$ cat src/rtl/ecc_rpt_pkg.sv
package ecc_rpt_pkg;

  localparam int CNT_W  = 6;
  localparam int BYTE_W = 8;
  localparam int RPT_W  = 2 * BYTE_W;
  localparam int OK_BIT = BYTE_W - 1;

  typedef struct packed {
    logic             ok;
    logic [CNT_W-1:0] cnt;
  } slot_t;

  localparam slot_t SLOT_CLEAR = '{ok: 1'b1, cnt: '0};

  function automatic logic [CNT_W-1:0] cnt_max(input logic [CNT_W-1:0] a,
                                               input logic [CNT_W-1:0] b);
    return (a > b) ? a : b;
  endfunction

  function automatic logic [BYTE_W-1:0] slot_byte(input slot_t s);
    logic [BYTE_W-1:0] b;
    b             = '0;
    b[OK_BIT]     = s.ok;
    b[CNT_W-1:0]  = s.cnt;
    return b;
  endfunction

  function automatic logic [RPT_W-1:0] pack_report(input slot_t s0, input slot_t sn);
    return {slot_byte(sn), slot_byte(s0)};
  endfunction

endpackage

$ cat src/rtl/ecc_page_seq.sv
module ecc_page_seq (
  input  logic clk,
  input  logic rst_n,
  input  logic page_start,
  input  logic pkt_valid,
  input  logic pkt_last,
  input  logic erased_in,
  output logic clr,
  output logic take_first,
  output logic take_rest,
  output logic page_valid,
  output logic page_empty,
  output logic page_done
);

  logic busy;
  logic first_seen;
  logic accept;

  assign clr        = page_start;
  assign accept     = pkt_valid & busy & ~page_start;
  assign take_first = accept & ~first_seen;
  assign take_rest  = accept & first_seen;

  always_ff @(posedge clk or negedge rst_n) begin
    if (!rst_n) begin
      busy       <= 1'b0;
      first_seen <= 1'b0;
      page_valid <= 1'b0;
      page_empty <= 1'b0;
      page_done  <= 1'b0;
    end else begin
      page_done <= accept & pkt_last;
      if (page_start) begin
        busy       <= 1'b1;
        first_seen <= 1'b0;
        page_valid <= 1'b0;
        page_empty <= 1'b0;
      end else begin
        if (accept) first_seen <= 1'b1;
        if (accept && pkt_last) begin
          busy       <= 1'b0;
          page_valid <= 1'b1;
        end
        if (busy && erased_in) page_empty <= 1'b1;
      end
    end
  end


  start_clears_chk: assert property (@(posedge clk) disable iff (!rst_n)
    page_start |=> (!page_valid && !page_empty));


  done_pulse_chk: assert property (@(posedge clk) disable iff (!rst_n)
    page_done |=> !page_done);


  done_valid_chk: assert property (@(posedge clk) disable iff (!rst_n)
    page_done |-> page_valid);


  idle_empty_hold_chk: assert property (@(posedge clk) disable iff (!rst_n)
    (!busy && !page_start) |=> (page_empty == $past(page_empty)));


  first_once_chk: assert property (@(posedge clk) disable iff (!rst_n)
    take_first |=> !take_first);

endmodule

$ cat src/rtl/ecc_slot_acc.sv
module ecc_slot_acc
  import ecc_rpt_pkg::*;
#(
  parameter bit IS_FIRST = 1'b0
) (
  input  logic             clk,
  input  logic             rst_n,
  input  logic             clr,
  input  logic             take,
  input  logic             pkt_ok,
  input  logic [CNT_W-1:0] pkt_cnt,
  output slot_t            q
);

  generate
    if (IS_FIRST) begin : g_first
      always_ff @(posedge clk or negedge rst_n) begin
        if (!rst_n)      q <= SLOT_CLEAR;
        else if (clr)    q <= SLOT_CLEAR;
        else if (take)   q <= '{ok: pkt_ok, cnt: pkt_cnt};
      end


      first_capture_chk: assert property (@(posedge clk) disable iff (!rst_n)
        (take && !clr) |=> (q.ok == $past(pkt_ok) && q.cnt == $past(pkt_cnt)));
    end else begin : g_rest
      always_ff @(posedge clk or negedge rst_n) begin
        if (!rst_n) begin
          q <= SLOT_CLEAR;
        end else if (clr) begin
          q <= SLOT_CLEAR;
        end else if (take) begin
          q.ok  <= q.ok & pkt_ok;
          q.cnt <= cnt_max(q.cnt, pkt_cnt);
        end
      end


      rest_mono_chk: assert property (@(posedge clk) disable iff (!rst_n)
        !clr |=> (q.cnt >= $past(q.cnt)));


      rest_cover_chk: assert property (@(posedge clk) disable iff (!rst_n)
        (take && !clr) |=> (q.cnt >= $past(pkt_cnt)));


      rest_okfall_chk: assert property (@(posedge clk) disable iff (!rst_n)
        $fell(q.ok) |-> $past(take && !pkt_ok));
    end
  endgenerate

endmodule

$ cat src/rtl/ecc_page_resolve.sv
module ecc_page_resolve
  import ecc_rpt_pkg::*;
(
  input  logic             clk,
  input  logic             rst_n,
  input  logic             page_valid,
  input  logic             page_empty,
  input  slot_t            s0,
  input  slot_t            sn,
  output logic [CNT_W-1:0] flips,
  output logic             uncorr
);

  logic both_ok;
  logic judged;

  assign both_ok = s0.ok & sn.ok;
  assign judged  = page_valid & ~page_empty;

  always_comb begin
    flips  = '0;
    uncorr = 1'b0;
    if (judged) begin
      if (both_ok) flips  = cnt_max(s0.cnt, sn.cnt);
      else         uncorr = 1'b1;
    end
  end


  uncorr_zero_chk: assert property (@(posedge clk) disable iff (!rst_n)
    uncorr |-> (flips == '0));


  empty_clean_chk: assert property (@(posedge clk) disable iff (!rst_n)
    page_empty |-> (!uncorr && flips == '0));


  flips_bound_chk: assert property (@(posedge clk) disable iff (!rst_n)
    (page_valid && !page_empty && !uncorr) |-> (flips >= s0.cnt && flips >= sn.cnt));


  idle_quiet_chk: assert property (@(posedge clk) disable iff (!rst_n)
    !page_valid |-> (!uncorr && flips == '0));

endmodule

$ cat src/rtl/page_ecc_report.sv
module page_ecc_report
  import ecc_rpt_pkg::*;
#(
  parameter int DATA_W = 32,
  parameter int ADDR_W = 2
) (
  input  logic              clk,
  input  logic              rst_n,
  input  logic              page_start,
  input  logic              pkt_valid,
  input  logic              pkt_ok,
  input  logic [CNT_W-1:0]  pkt_cnt,
  input  logic              pkt_last,
  input  logic              erased_in,
  input  logic [ADDR_W-1:0] rd_addr,
  output logic [DATA_W-1:0] rd_data,
  output logic [RPT_W-1:0]  report,
  output logic              page_valid,
  output logic              page_empty,
  output logic              page_done,
  output logic [CNT_W-1:0]  page_flips,
  output logic              page_uncorr
);

  localparam int NSLOT     = 2;
  localparam int EMPTY_BIT = 16;
  localparam int VALID_BIT = 0;
  localparam logic [ADDR_W-1:0] A_REPORT = ADDR_W'(0);
  localparam logic [ADDR_W-1:0] A_STATUS = ADDR_W'(1);

  logic  clr;
  logic  take_first;
  logic  take_rest;
  logic  take_v [NSLOT];
  slot_t slot_q [NSLOT];

  ecc_page_seq u_seq (
    .clk        (clk),
    .rst_n      (rst_n),
    .page_start (page_start),
    .pkt_valid  (pkt_valid),
    .pkt_last   (pkt_last),
    .erased_in  (erased_in),
    .clr        (clr),
    .take_first (take_first),
    .take_rest  (take_rest),
    .page_valid (page_valid),
    .page_empty (page_empty),
    .page_done  (page_done)
  );

  assign take_v[0] = take_first;
  assign take_v[1] = take_rest;

  for (genvar i = 0; i < NSLOT; i++) begin : g_slot
    ecc_slot_acc #(.IS_FIRST(i == 0)) u_acc (
      .clk     (clk),
      .rst_n   (rst_n),
      .clr     (clr),
      .take    (take_v[i]),
      .pkt_ok  (pkt_ok),
      .pkt_cnt (pkt_cnt),
      .q       (slot_q[i])
    );
  end

  assign report = pack_report(slot_q[0], slot_q[1]);

  ecc_page_resolve u_resolve (
    .clk        (clk),
    .rst_n      (rst_n),
    .page_valid (page_valid),
    .page_empty (page_empty),
    .s0         (slot_q[0]),
    .sn         (slot_q[1]),
    .flips      (page_flips),
    .uncorr     (page_uncorr)
  );

  always_comb begin
    rd_data = '0;
    case (rd_addr)
      A_REPORT: rd_data[RPT_W-1:0] = report;
      A_STATUS: begin
        rd_data[EMPTY_BIT] = page_empty;
        rd_data[VALID_BIT] = page_valid;
      end
      default: rd_data = '0;
    endcase
  end

endmodule

$ cat config.mk
export PLATFORM = sky130hd
export DESIGN_NAME = page_ecc_report
export DESIGN_NICKNAME = d
export VERILOG_FILES = /design/src/rtl/ecc_rpt_pkg.sv /design/src/rtl/ecc_page_seq.sv /design/src/rtl/ecc_slot_acc.sv /design/src/rtl/ecc_page_resolve.sv /design/src/rtl/page_ecc_report.sv
export SDC_FILE = /design/constraint.sdc
export NUM_CORES = 1
export LEC_CHECK = 0
export CORE_AREA = 2 2 64 66
export DETAILED_ROUTE_END_ITERATION = 10
export DIE_AREA = 0 0 66 68
export PLACE_DENSITY = 0.78
export SETUP_SLACK_MARGIN = 0.5
export SYNTH_ARGS = -nofsm -noshare
export SYNTH_HDL_FRONTEND = slang
export SYNTH_SLANG_ARGS = --single-unit
$ cat constraint.sdc
create_clock -name clk -period 2.71 [get_ports clk]
set_clock_uncertainty 0.05 [all_clocks]
set_input_delay 0.542 -clock clk [delete_from_list [all_inputs] [get_ports clk]]
set_output_delay 0.542 -clock clk [all_outputs]
set_load 0.1 [all_outputs]
==> results of run 1 <==
power by group through the flow:
stage | Clock (W) | Combinational [W] | Sequential, W
6_report | 0.000208 | 0.000662 | 0.000333
2_1_floorplan | 0 | 0.000370 | 0.000446
3_5_place_dp | 0 | 0.000580 | 0.000344
3_3_place_gp | 0 | 0.000572 | 0.000343
4_1_cts | 0.000209 | 0.000656 | 0.000333
5_1_grt | 0.000216 | 0.000690 | 0.000337
cell type report:
type                       count  area share
timing repair buffer          72      0.3165
inverter                      15     0.02556
tap                           50     0.02323
clock inverter                 1    0.002788
clock buffer                   3     0.01533
multi-input combinational    131      0.4215
sequential                    19      0.1952
routing by layer:
layer  vias up  global-route usage  wire length, um
met1       651              0.2385             1729
met5         -                   0                0
met3         7             0.03454              226
li1        671                   -                -
met2        49              0.3119             2092
met4         0             0.07653               72
cell families (layout without fill, tap and decap cells):
logic type	Yosys count	count (layout)	synth area share
AND/OR/NAND/NOR	67	67	0.2401
buffers and inverters	40	91	0.1537
AO/OA/AOI/OAI	20	20	0.09488
flip-flops	19	19	0.3207
multiplexers	13	13	0.08732
adder cells (fa/ha/maj)	12	12	0.1008
other	1	19	0.002516
Yosys cell counts:
cell type | number | area, sq um
a211oi_2 | 1 | 12.51
nand3_1 | 1 | 5.000
a31oi_4 | 1 | 21.27
o221ai_1 | 1 | 8.760
and4_4 | 1 | 11.26
buf_6 | 1 | 11.26
ha_1 | 12 | 150.1
clkbuf_1 | 5 | 18.77
a21oi_1 | 11 | 55.05
nor2b_1 | 1 | 6.260
conb_1 | 1 | 3.750
and3b_1 | 1 | 8.760
dfrtp_1 | 17 | 425.4
nor3_1 | 6 | 30.03
or2_2 | 1 | 6.260
o31a_2 | 1 | 10.01
and3_4 | 1 | 11.26
nand2b_1 | 13 | 81.33
a211oi_1 | 1 | 7.510
nand3b_1 | 1 | 7.510
o21ai_2 | 1 | 8.760
inv_1 | 15 | 56.30
nor2_1 | 13 | 48.80
nand4b_1 | 2 | 17.52
and2_1 | 7 | 43.79
nand4_1 | 1 | 6.260
dfstp_2 | 2 | 52.55
nand3_2 | 1 | 10.01
buf_4 | 19 | 142.6
mux2i_1 | 13 | 130.1
o21ai_0 | 2 | 10.01
nand2_1 | 17 | 63.81
a21o_1 | 1 | 7.510
worst paths after layout:
check                                                  from                                to  slack (ns)  cells after the start
max                        g_slot[1].u_acc.q[2]$_DFFE_PN0P_                     page_flips[5]       -0.06                      9
min                        g_slot[1].u_acc.q[6]$_DFFE_PN1P_  g_slot[1].u_acc.q[6]$_DFFE_PN1P_        0.49                      2
max reg2reg                g_slot[1].u_acc.q[4]$_DFFE_PN0P_  g_slot[1].u_acc.q[2]$_DFFE_PN0P_        0.77                      6
min reg2reg                g_slot[1].u_acc.q[6]$_DFFE_PN1P_  g_slot[1].u_acc.q[6]$_DFFE_PN1P_        0.49                      2
max in group asynchronous                             rst_n  g_slot[0].u_acc.q[6]$_DFFE_PN1P_        1.80                      2
min in group asynchronous                             rst_n      u_seq.page_valid$_DFFE_PN0P_        0.55                      2
critical path: cells and delay by family, from the launching register on:
kind            cells  cell delay [ns]
flops               1             0.50
mux                 1             0.26
compound gates      1             0.16
fa+ha+maj           1             0.19
simple gates        3             0.40
buf+inv             3             0.41
state kept, by name (all words and copies together), names as in the netlist:
| signal | count |
|---|---|
| u_seq.first_seen | 1 |
| u_seq.page_done | 1 |
| u_seq.busy | 1 |
| u_seq.page_empty | 1 |
| g_slot.u_acc.q | 14 |
| u_seq.page_valid | 1 |
metrics by stage:
stage	std cells	hold slack (ns)	setup TNS (ns)	power, W	setup slack (ns)
2_1_floorplan	190	0.1964	-0.5462	0.0008168	-0.09895
5_1_grt	291	0.5250	-0.6593	0.001243	-0.1180
3_5_place_dp	275	0.4761	0	0.0009243	0.09051
6_report	291	0.4857	-0.3517	0.001203	-0.06389
4_1_cts	288	0.4881	-0.3303	0.001198	-0.06636
3_3_place_gp	275	0.4692	0	0.0009145	0.1353
timing repair:
| action | 4_1_cts | 5_1_grt |
|---|---|---|
| setup buffers | 9 | 3 |
| pin swaps | 8 | 3 |
| endpoints found under the setup margin | 19 | 12 |
| resized for setup | 14 | 2 |
==> metrics.csv, run 1 <==
metric,value,unit
proportion of power drawn by flip-flops and latches,0.277,
standard-cell rows,23,
full die area,0.004488,sq mm
sum of net half-perimeters after detailed placement,3.032,mm
clock tree from TritonCTS,built,
Ys Warns,0,
Hold WC Path Type,flop to flop,
clock slew seen by the registers of the worst setup and hold paths,0.08,ns
Final Cycle Share,1.024,
Root Buffer,clkbuf_8,
number of synthesized register bits,19,
global-route wire length before repair,6.341,mm
category of the worst setup path capture point,output port,
net switching power figure,0.0005749,W
share of final-layout standard cells stronger than drive strength 1,0.5270,
final estimated routing congestion in global placement,0.7693,
"Clk Latency, worst-skew pair",0.26,ns
first-pass iteration count of the detailed router,4,
sequential share of the synthesized area,0.3207,
type of the worst setup path,flop to output port,
all-layer global routing usage,0.1864,
height of the chip,68,um
max-slew violation count,0,
actual transition at the worst max-transition pin,0.5270,ns
cell-by-cell trace of the critical path,inv_4 > ha_4 > and4_4 > and3_4 > a31oi_4 > buf_12 > mux2i_4 > nor2_4 > buf_12,
cell area after placement,0.002444,sq mm
failing checks,setup timing,
count of unique library cells instantiated by Yosys,33,
area grow syn2layout,80.69,%
core area,0.003856,sq mm
WL per Instance,14.16,um
largest buffer count on any clock path,2,
final hold violation count,0,
vias in the first global route,1314,
worst vdd ir,0.2554,mV
peak fanout along the critical path,6,
effective utilization at floorplan,0.3864,
Max Cap Violations,0,
Int Power,0.0006278,W
setup violators final,6,
post-route standard cell area excluding fillers,0.002693,sq mm
highest-count cells in the layout ignoring fill and taps,"buf_4, buf_12, conb_1",
LEAKAGE,1.143,nW
Achievable Freq,0.3605,GHz
type of origin of the critical path,flop,
highest cell delay on the worst timing path,0.50,ns
fraction of power consumed by the clock network,0.173,
arrival time of data at the critical path endpoint,2.18,ns
post-layout utilization of the core,0.6982,
cells after synthesis,172,
total clock buffers created by CTS,3,
cell with the largest stage delay on the worst path,dfrtp_4,
multi-input combinational cell area,0.001135,sq mm
synthesized area divided by synthesized cell count,8.664,sq um
total clock sinks,19,
RSZ-0062 raised after global routing,true,
Final nets,269,
final-layout fill cell count,289,
antenna diode count,0,
most common library cell in the layout ignoring fill and taps,buf_4,
fraction of power consumed by combinational cells,0.550,
number of hold-repair buffers added at the cts stage,0,
crit path time final,2.774,ns
antenna violations before repair,0,
Post-Syn Area,0.001490,sq mm
switch share,0.4780,
number of primary I/O pins,73,
I/O Buffers,53,
Max transition margin,0.6474,
final worst-path setup slack,-0.06389,ns
largest net degree at the start of global routing,20,
vias after detailed routing,1378,
Register Area,525.5,sq um
outcome,"complete, but fails checks",
number of levels the H-tree was split into,1,
Routed WL,4.122,mm
required time worst endpoint,2.12,ns
Pwr Density,446.7,mW/mm^2
via density per instance,4.735,
number of DRC markers after the initial detailed-route iteration,42,
x dimension of the die,66,um
gr ovfl total,0,
Post-route DRC,0,
final antenna-violating net count,0,
cell repeated most along the worst path,buf_12,
Power figures use the tool's default switching activity.
==> run 2, diff against run 1 <==
- CORE_AREA: 2 2 64 66 -> 3 3 65 67
- DIE_AREA: 0 0 66 68 -> 0 0 68 70
==> run 2 against run 1 <==
Net effect: the run still ends with setup timing left; largest cell class unchanged; critical path type unchanged; die area rose by 6.1%; clock power fell by 8%; design area shrank 0.74%; power decreased by 1.5%.
==> metrics.csv, run 2 (synthesized netlist as in run 1, its figures left out) <==
metric,value,unit,change
area grow syn2layout,79.34,%,was 80.69%
Achievable Freq,0.3639,GHz,was 0.3605 GHz
cell area after placement,0.002441,sq mm,was 0.002444 sq mm
max reg flops,14,,unchanged
effective utilization at floorplan,0.4040,,was 0.3864
type of the worst setup path,flop to output port,,unchanged
max-slew violation count,0,,unchanged
largest net degree at the start of global routing,26,,was 20
core area,0.003689,sq mm,was 0.003856 sq mm
Pwr Density,443.2,mW/mm^2,was 446.7 mW/mm^2
via density per instance,4.839,,was 4.735
number of DRC markers after the initial detailed-route iteration,44,,was 42
antenna violations before repair,0,,unchanged
worst vdd ir,0.2404,mV,was 0.2554 mV
required time worst endpoint,2.12,ns,about the same
Max transition margin,0.5168,,was 0.6474
standard-cell rows,22,,was 23
final antenna-violating net count,0,,unchanged
x dimension of the die,68,um,was 66 um
share of final-layout standard cells stronger than drive strength 1,0.5210,,was 0.5270
sum of net half-perimeters after detailed placement,3.202,mm,was 3.032 mm
total clock sinks,19,,unchanged
post-layout total power,0.001185,W,was 0.001203 W
Final Cycle Share,1.014,,was 1.024
actual transition at the worst max-transition pin,0.7226,ns,was 0.5270 ns
vias in the first global route,1363,,was 1314
final-layout fill cell count,244,,was 289
largest buffer count on any clock path,2,,unchanged
final estimated routing congestion in global placement,0.7593,,was 0.7693
antenna diode count,0,,unchanged
most common library cell in the layout ignoring fill and taps,buf_4,,unchanged
LEAKAGE,1.192,nW,was 1.143 nW
"Clk Latency, worst-skew pair",0.25,ns,was 0.26 ns
outcome,"complete, but fails checks",,unchanged
crit path time final,2.748,ns,was 2.774 ns
Root Buffer,clkbuf_8,,unchanged
clock slew seen by the registers of the worst setup and hold paths,0.07,ns,was 0.08 ns
all-layer global routing usage,0.1815,,was 0.1864
global-route wire length before repair,6.713,mm,was 6.341 mm
multi-input combinational cell area,0.001135,sq mm,unchanged
post-route standard cell area excluding fillers,0.002673,sq mm,was 0.002693 sq mm
gr ovfl total,0,,unchanged
RSZ-0062 raised after global routing,true,,unchanged
setup violators final,6,,unchanged
clock tree from TritonCTS,built,,unchanged
cell with the largest stage delay on the worst path,dfrtp_4,,unchanged
number of levels the H-tree was split into,1,,unchanged
arrival time of data at the critical path endpoint,2.16,ns,was 2.18 ns
failing checks,setup timing,,unchanged
peak fanout along the critical path,6,,unchanged
Hold WC Path Type,flop to flop,,unchanged
highest-count cells in the layout ignoring fill and taps,"buf_4, buf_12, conb_1",,unchanged
total clock buffers created by CTS,3,,unchanged
Routed WL,4.202,mm,was 4.122 mm
Post-route DRC,0,,unchanged
number of primary I/O pins,73,,unchanged
height of the chip,70,um,was 68 um
final hold violation count,0,,unchanged
cell-by-cell trace of the critical path,ha_4 > and4_4 > o21ai_2 > a31oi_4 > buf_12 > mux2i_4 > nor2_4 > buf_12,,was inv_4 > ha_4 > and4_4 > and3_4 > a31oi_4 > buf_12 > mux2i_4 > nor2_4 > buf_12
highest cell delay on the worst timing path,0.50,ns,about the same
Final nets,266,,was 269
Register Area,525.5,sq um,unchanged
WL per Instance,14.69,um,was 14.16 um
type of origin of the critical path,flop,,unchanged
I/O Buffers,53,,unchanged
cell repeated most along the worst path,buf_12,,unchanged
minimum hold slack,0.4762,ns,was 0.4857 ns
category of the worst setup path capture point,output port,,unchanged
full die area,0.004760,sq mm,was 0.004488 sq mm
Max Cap Violations,0,,unchanged
first-pass iteration count of the detailed router,4,,unchanged
vias after detailed routing,1384,,was 1378
final worst-path setup slack,-0.03827,ns,was -0.06389 ns
largest register by flop count,g_slot.u_acc.q,,unchanged
==> run 2: area by class of cell <==
cell class	instances	share of cell area
multi-input cells	131	0.4246
repair buffers	69	0.3132
inverters	15	0.02575
flip-flops and latches	19	0.1966
clock inverters	1	0.001873
well taps	48	0.02247
clock buffers	3	0.01545
==> run 2: final timing paths <==
check                                                 start                               end  slack, ns  depth (start not counted)
min reg2reg                g_slot[0].u_acc.q[6]$_DFFE_PN1P_  g_slot[0].u_acc.q[6]$_DFFE_PN1P_       0.48                          2
max in group asynchronous                             rst_n  g_slot[1].u_acc.q[6]$_DFFE_PN1P_       1.78                          2
min in group asynchronous                             rst_n         u_seq.page_done$_DFF_PN0_       0.57                          2
max                        g_slot[0].u_acc.q[5]$_DFFE_PN0P_                     page_flips[0]      -0.04                          8
min                        g_slot[0].u_acc.q[6]$_DFFE_PN1P_  g_slot[0].u_acc.q[6]$_DFFE_PN1P_       0.48                          2
max reg2reg                g_slot[1].u_acc.q[4]$_DFFE_PN0P_  g_slot[1].u_acc.q[4]$_DFFE_PN0P_       0.83                          6
==> run 2: per-stage QoR <==
stage / std cells / TNS (ns) / util / worst slack, ns
after floorplan: 190 / -0.5462 / - / -0.09895
final: 286 / -0.2087 / 0.7246 / -0.03827
after global routing: 286 / -0.6498 / 0.7246 / -0.1163
after global placement: 273 / 0 / 0.6618 / 0.1488
after CTS: 285 / -0.1308 / 0.7107 / -0.02507
after detailed placement: 273 / 0 / 0.6618 / 0.1213
==> run 2: where the power goes <==
group	total [W]	internal (W)	switching [W]
Sequential	0.000333	0.000309	0.0000243
Combinational	0.000660	0.000213	0.000447
Clock	0.000192	0.000102	0.0000900
Total	0.00118	0.000623	0.000561
==> run 2: worst max-delay path: cells and delay by family (launching register included) <==
family	cells	cell delay (ns)
adders and majority gates	1	0.28
and+or+nand+nor	2	0.27
DFF	1	0.50
AOI/OAI and AO/OA	2	0.27
buffers and inverters	2	0.33
muxes	1	0.25
==> run 2: timing repair <==
action                     CTS  global route
resized for setup           11             9
hold buffers                 0             0
setup endpoints to repair   19            12
buffers inserted             8             1
pin swaps                    6             6
==> run 2: metal layers <==
layer,wire [um],global-route usage,up-vias,part of all wire
li1,-,-,667,-
met3,365,0.03859,4,0.087
met4,29,0.04636,0,0.0069
met2,2135,0.3094,56,0.51
met5,0,0,-,0
met1,1671,0.2267,657,0.40
==> run 3, diff against run 2 <==
- GPL_TIMING_DRIVEN: not set -> 0
==> run 3 against run 2 <==
Net effect: the flow still finishes with violations (setup timing); utilization shrank 1.4 points; count of clock-buffer cells in the layout unchanged; worst setup slack lost 0.063 ns; sequential share of layout area grew 0.38 points; wire length fell by 2.8%; register-to-register slack worse by 0.08 ns; power grew 0.63%; clock power up 2%; global-route usage shrank 0.91 points; largest cell class unchanged; largest power group unchanged; highest routed layer unchanged.
==> metrics.csv, run 3 (synthesized netlist as in run 1, its figures left out) <==
metric,value,unit,change
outcome,"complete, but fails checks",,unchanged
failing checks,setup timing,,unchanged
actual transition at the worst max-transition pin,0.9638,ns,was 0.7226 ns
critical path buffer and inverter count,3,,was 2
Root Buffer,clkbuf_8,,unchanged
Max Cap Violations,0,,unchanged
worst setup slack for register-to-register paths,0.75,ns,was 0.83 ns
highest-count cells in the layout ignoring fill and taps,"buf_4, conb_1, nand2_1",,"was buf_4, buf_12, conb_1"
LEAKAGE,1.200,nW,was 1.192 nW
hold depth,2,,unchanged
x dimension of the die,68,um,unchanged
share of final-layout standard cells stronger than drive strength 1,0.5233,,was 0.5210
global-route wire length before repair,6.334,mm,was 6.713 mm
Met2 Routed Length,1.913,mm,was 2.135 mm
crit path time final,2.812,ns,was 2.748 ns
type of the worst setup path,flop to output port,,unchanged
Register-to-Register Path Depth,7,,was 6
RSZ-0062 raised after global routing,true,,unchanged
final hold violation count,0,,unchanged
number of primary I/O pins,73,,unchanged
vias after detailed routing,1392,,was 1384
hold_sp,g_slot[0].u_acc.q[6]$_DFFE_PN1P_,,unchanged
Max transition margin,0.3600,,was 0.5168
post-layout utilization of the core,0.7107,,was 0.7246
critical register-to-register path endpoint,g_slot[1].u_acc.q[3]$_DFFE_PN0P_,,was g_slot[1].u_acc.q[4]$_DFFE_PN0P_
amount of wire on met3 after detailed routing,250,um,was 365 um
post-route standard cell area excluding fillers,0.002621,sq mm,was 0.002673 sq mm
clock tree from TritonCTS,built,,unchanged
cell repeated most along the worst path,buf_12,,unchanged
setup violators final,6,,unchanged
most common library cell in the layout ignoring fill and taps,buf_4,,unchanged
"Clk Latency, worst-skew pair",0.25,ns,about the same
I/O Buffers,51,,was 53
type of origin of the critical path,flop,,unchanged
number of DRC markers after the initial detailed-route iteration,68,,was 44
WL per Instance,13.35,um,was 14.69 um
largest register by flop count,g_slot.u_acc.q,,unchanged
height of the chip,70,um,unchanged
clock slew seen by the registers of the worst setup and hold paths,0.07,ns,about the same
max reg flops,14,,unchanged
beginning of the worst register-to-register path,g_slot[1].u_acc.q[5]$_DFFE_PN0P_,,was g_slot[1].u_acc.q[4]$_DFFE_PN0P_
all-layer global routing usage,0.1723,,was 0.1815
category of the worst setup path capture point,output port,,unchanged
full die area,0.004760,sq mm,unchanged
sum of net half-perimeters after detailed placement,3.099,mm,was 3.202 mm
final worst-path setup slack,-0.1015,ns,was -0.03827 ns
largest buffer count on any clock path,2,,unchanged
peak fanout along the critical path,4,,was 6
arrival time of data at the critical path endpoint,2.22,ns,was 2.16 ns
Final nets,286,,was 266
antenna violations before repair,0,,unchanged
largest net degree at the start of global routing,20,,was 26
final antenna-violating net count,0,,unchanged
worst vdd ir,0.2503,mV,was 0.2404 mV
required time worst endpoint,2.12,ns,about the same
Post-route DRC,0,,unchanged
core area,0.003689,sq mm,unchanged
DRT met1 WL,1.873,mm,was 1.671 mm
highest cell delay on the worst timing path,0.51,ns,was 0.50 ns
via density per instance,4.549,,was 4.839
vias in the first global route,1302,,was 1363
cell with the largest stage delay on the worst path,dfrtp_4,,unchanged
standard-cell rows,22,,unchanged
Post-Place Worst Slack,-0.7896,ns,was 0.1213 ns
final-layout fill cell count,289,,was 244
Achievable Freq,0.3557,GHz,was 0.3639 GHz
final estimated routing congestion in global placement,0.7502,,was 0.7593
Hold WC Path Type,flop to flop,,unchanged
area grow syn2layout,75.90,%,was 79.34%
Hold EP,g_slot[0].u_acc.q[6]$_DFFE_PN1P_,,unchanged
Pwr Density,454.7,mW/mm^2,was 443.2 mW/mm^2
cell area after placement,0.002379,sq mm,was 0.002441 sq mm
Routed WL,4.085,mm,was 4.202 mm
total clock sinks,19,,unchanged
antenna diode count,0,,unchanged
effective utilization at floorplan,0.4040,,unchanged
gr ovfl total,0,,unchanged
top sig layer,met4,,unchanged
number of levels the H-tree was split into,1,,unchanged
Final Cycle Share,1.037,,was 1.014
cell class contributing the biggest share of worst-path delay,flip-flops,,unchanged
first-pass iteration count of the detailed router,4,,unchanged
total clock buffers created by CTS,3,,unchanged
number of hold-repair buffers added at the cts stage,0,,unchanged
max-slew violation count,0,,unchanged
cell-by-cell trace of the critical path,inv_4 > ha_4 > and4_4 > and3_4 > a31oi_4 > buf_12 > mux2i_4 > nor2_4 > buf_12,,was ha_4 > and4_4 > o21ai_2 > a31oi_4 > buf_12 > mux2i_4 > nor2_4 > buf_12
==> run 3: cell count changes in the layout (fill, tap and decap cells not counted), moves of 3 or more <==
cell,delta
clkbuf_1,+3
buf_4,+5
clkdlybuf4s15_2,+12
clkbuf_2,+3
buf_12,-15
dlygate4sd2_1,+4
buf_2,+6
==> run 3: how the worst max path moves through the flow <==
| stage | endpoint | slack [ns] | from | depth (start not counted) |
|---|---|---|---|---|
| 5_1_grt | page_flips[2] | -0.15 | g_slot[1].u_acc.q[2]$_DFFE_PN0P_ | 9 |
| 6_report | page_flips[3] | -0.10 | g_slot[1].u_acc.q[2]$_DFFE_PN0P_ | 9 |
| 3_3_place_gp | page_flips[0] | -0.74 | g_slot[1].u_acc.q[2]$_DFFE_PN0P_ | 8 |
| 3_5_place_dp | page_flips[2] | -0.79 | g_slot[1].u_acc.q[2]$_DFFE_PN0P_ | 8 |
| 4_1_cts | page_flips[2] | -0.10 | g_slot[1].u_acc.q[2]$_DFFE_PN0P_ | 9 |
| 2_1_floorplan | page_flips[1] | -0.1 | g_slot[1].u_acc.q[4]$_DFFE_PN0P_ | 7 |
==> run 3: routing by layer <==
metal / vias to the layer above / GRT usage
met1: 631 / 0.2365
li1: 705 / -
met3: 5 / 0.02251
met5: - / 0
met4: 0 / 0.05519
met2: 51 / 0.2752
==> run 3: cell type report <==
type,count,area (sq um),share of cell area
flip-flops and latches,19,525.5,0.2005
clock buffers,3,41.29,0.01575
repair buffers,64,644.4,0.2458
plain buffers,25,175.2,0.06683
clock inverters,1,5.005,0.001909
inverters,15,68.82,0.02625
well taps,48,60.06,0.02291
multi-input cells,131,1101,0.4200
==> run 3: through the flow <==
step	power, W	std cells	hold slack [ns]	setup TNS, ns
after floorplan	0.0008168	190	0.1964	-0.5462
after global placement	0.0009158	289	0.4719	-7.312
after detailed placement	0.0009227	289	0.4744	-7.702
after CTS	0.001191	303	0.4851	-0.5180
after global routing	0.001237	306	0.5113	-0.8400
final	0.001192	306	0.4836	-0.5406
==> run 3: tightest hold or removal path, delay by kind of cell, from the launching register on <==
family / cells / cell delay (ns)
DFF: 1 / 0.40
and+or+nand+nor: 2 / 0.13
==> run 3: what timing repair did <==
item	in CTS	in global routing
endpoints found under the setup margin	39	17
pin swaps	3	0
setup buffers	10	3
gates resized for setup	170	17
==> run 3: where the power goes <==
group	switching, W	internal (W)
registers	0.0000250	0.000309
clock network	0.0000937	0.000102
logic	0.000445	0.000217
total	0.000564	0.000628
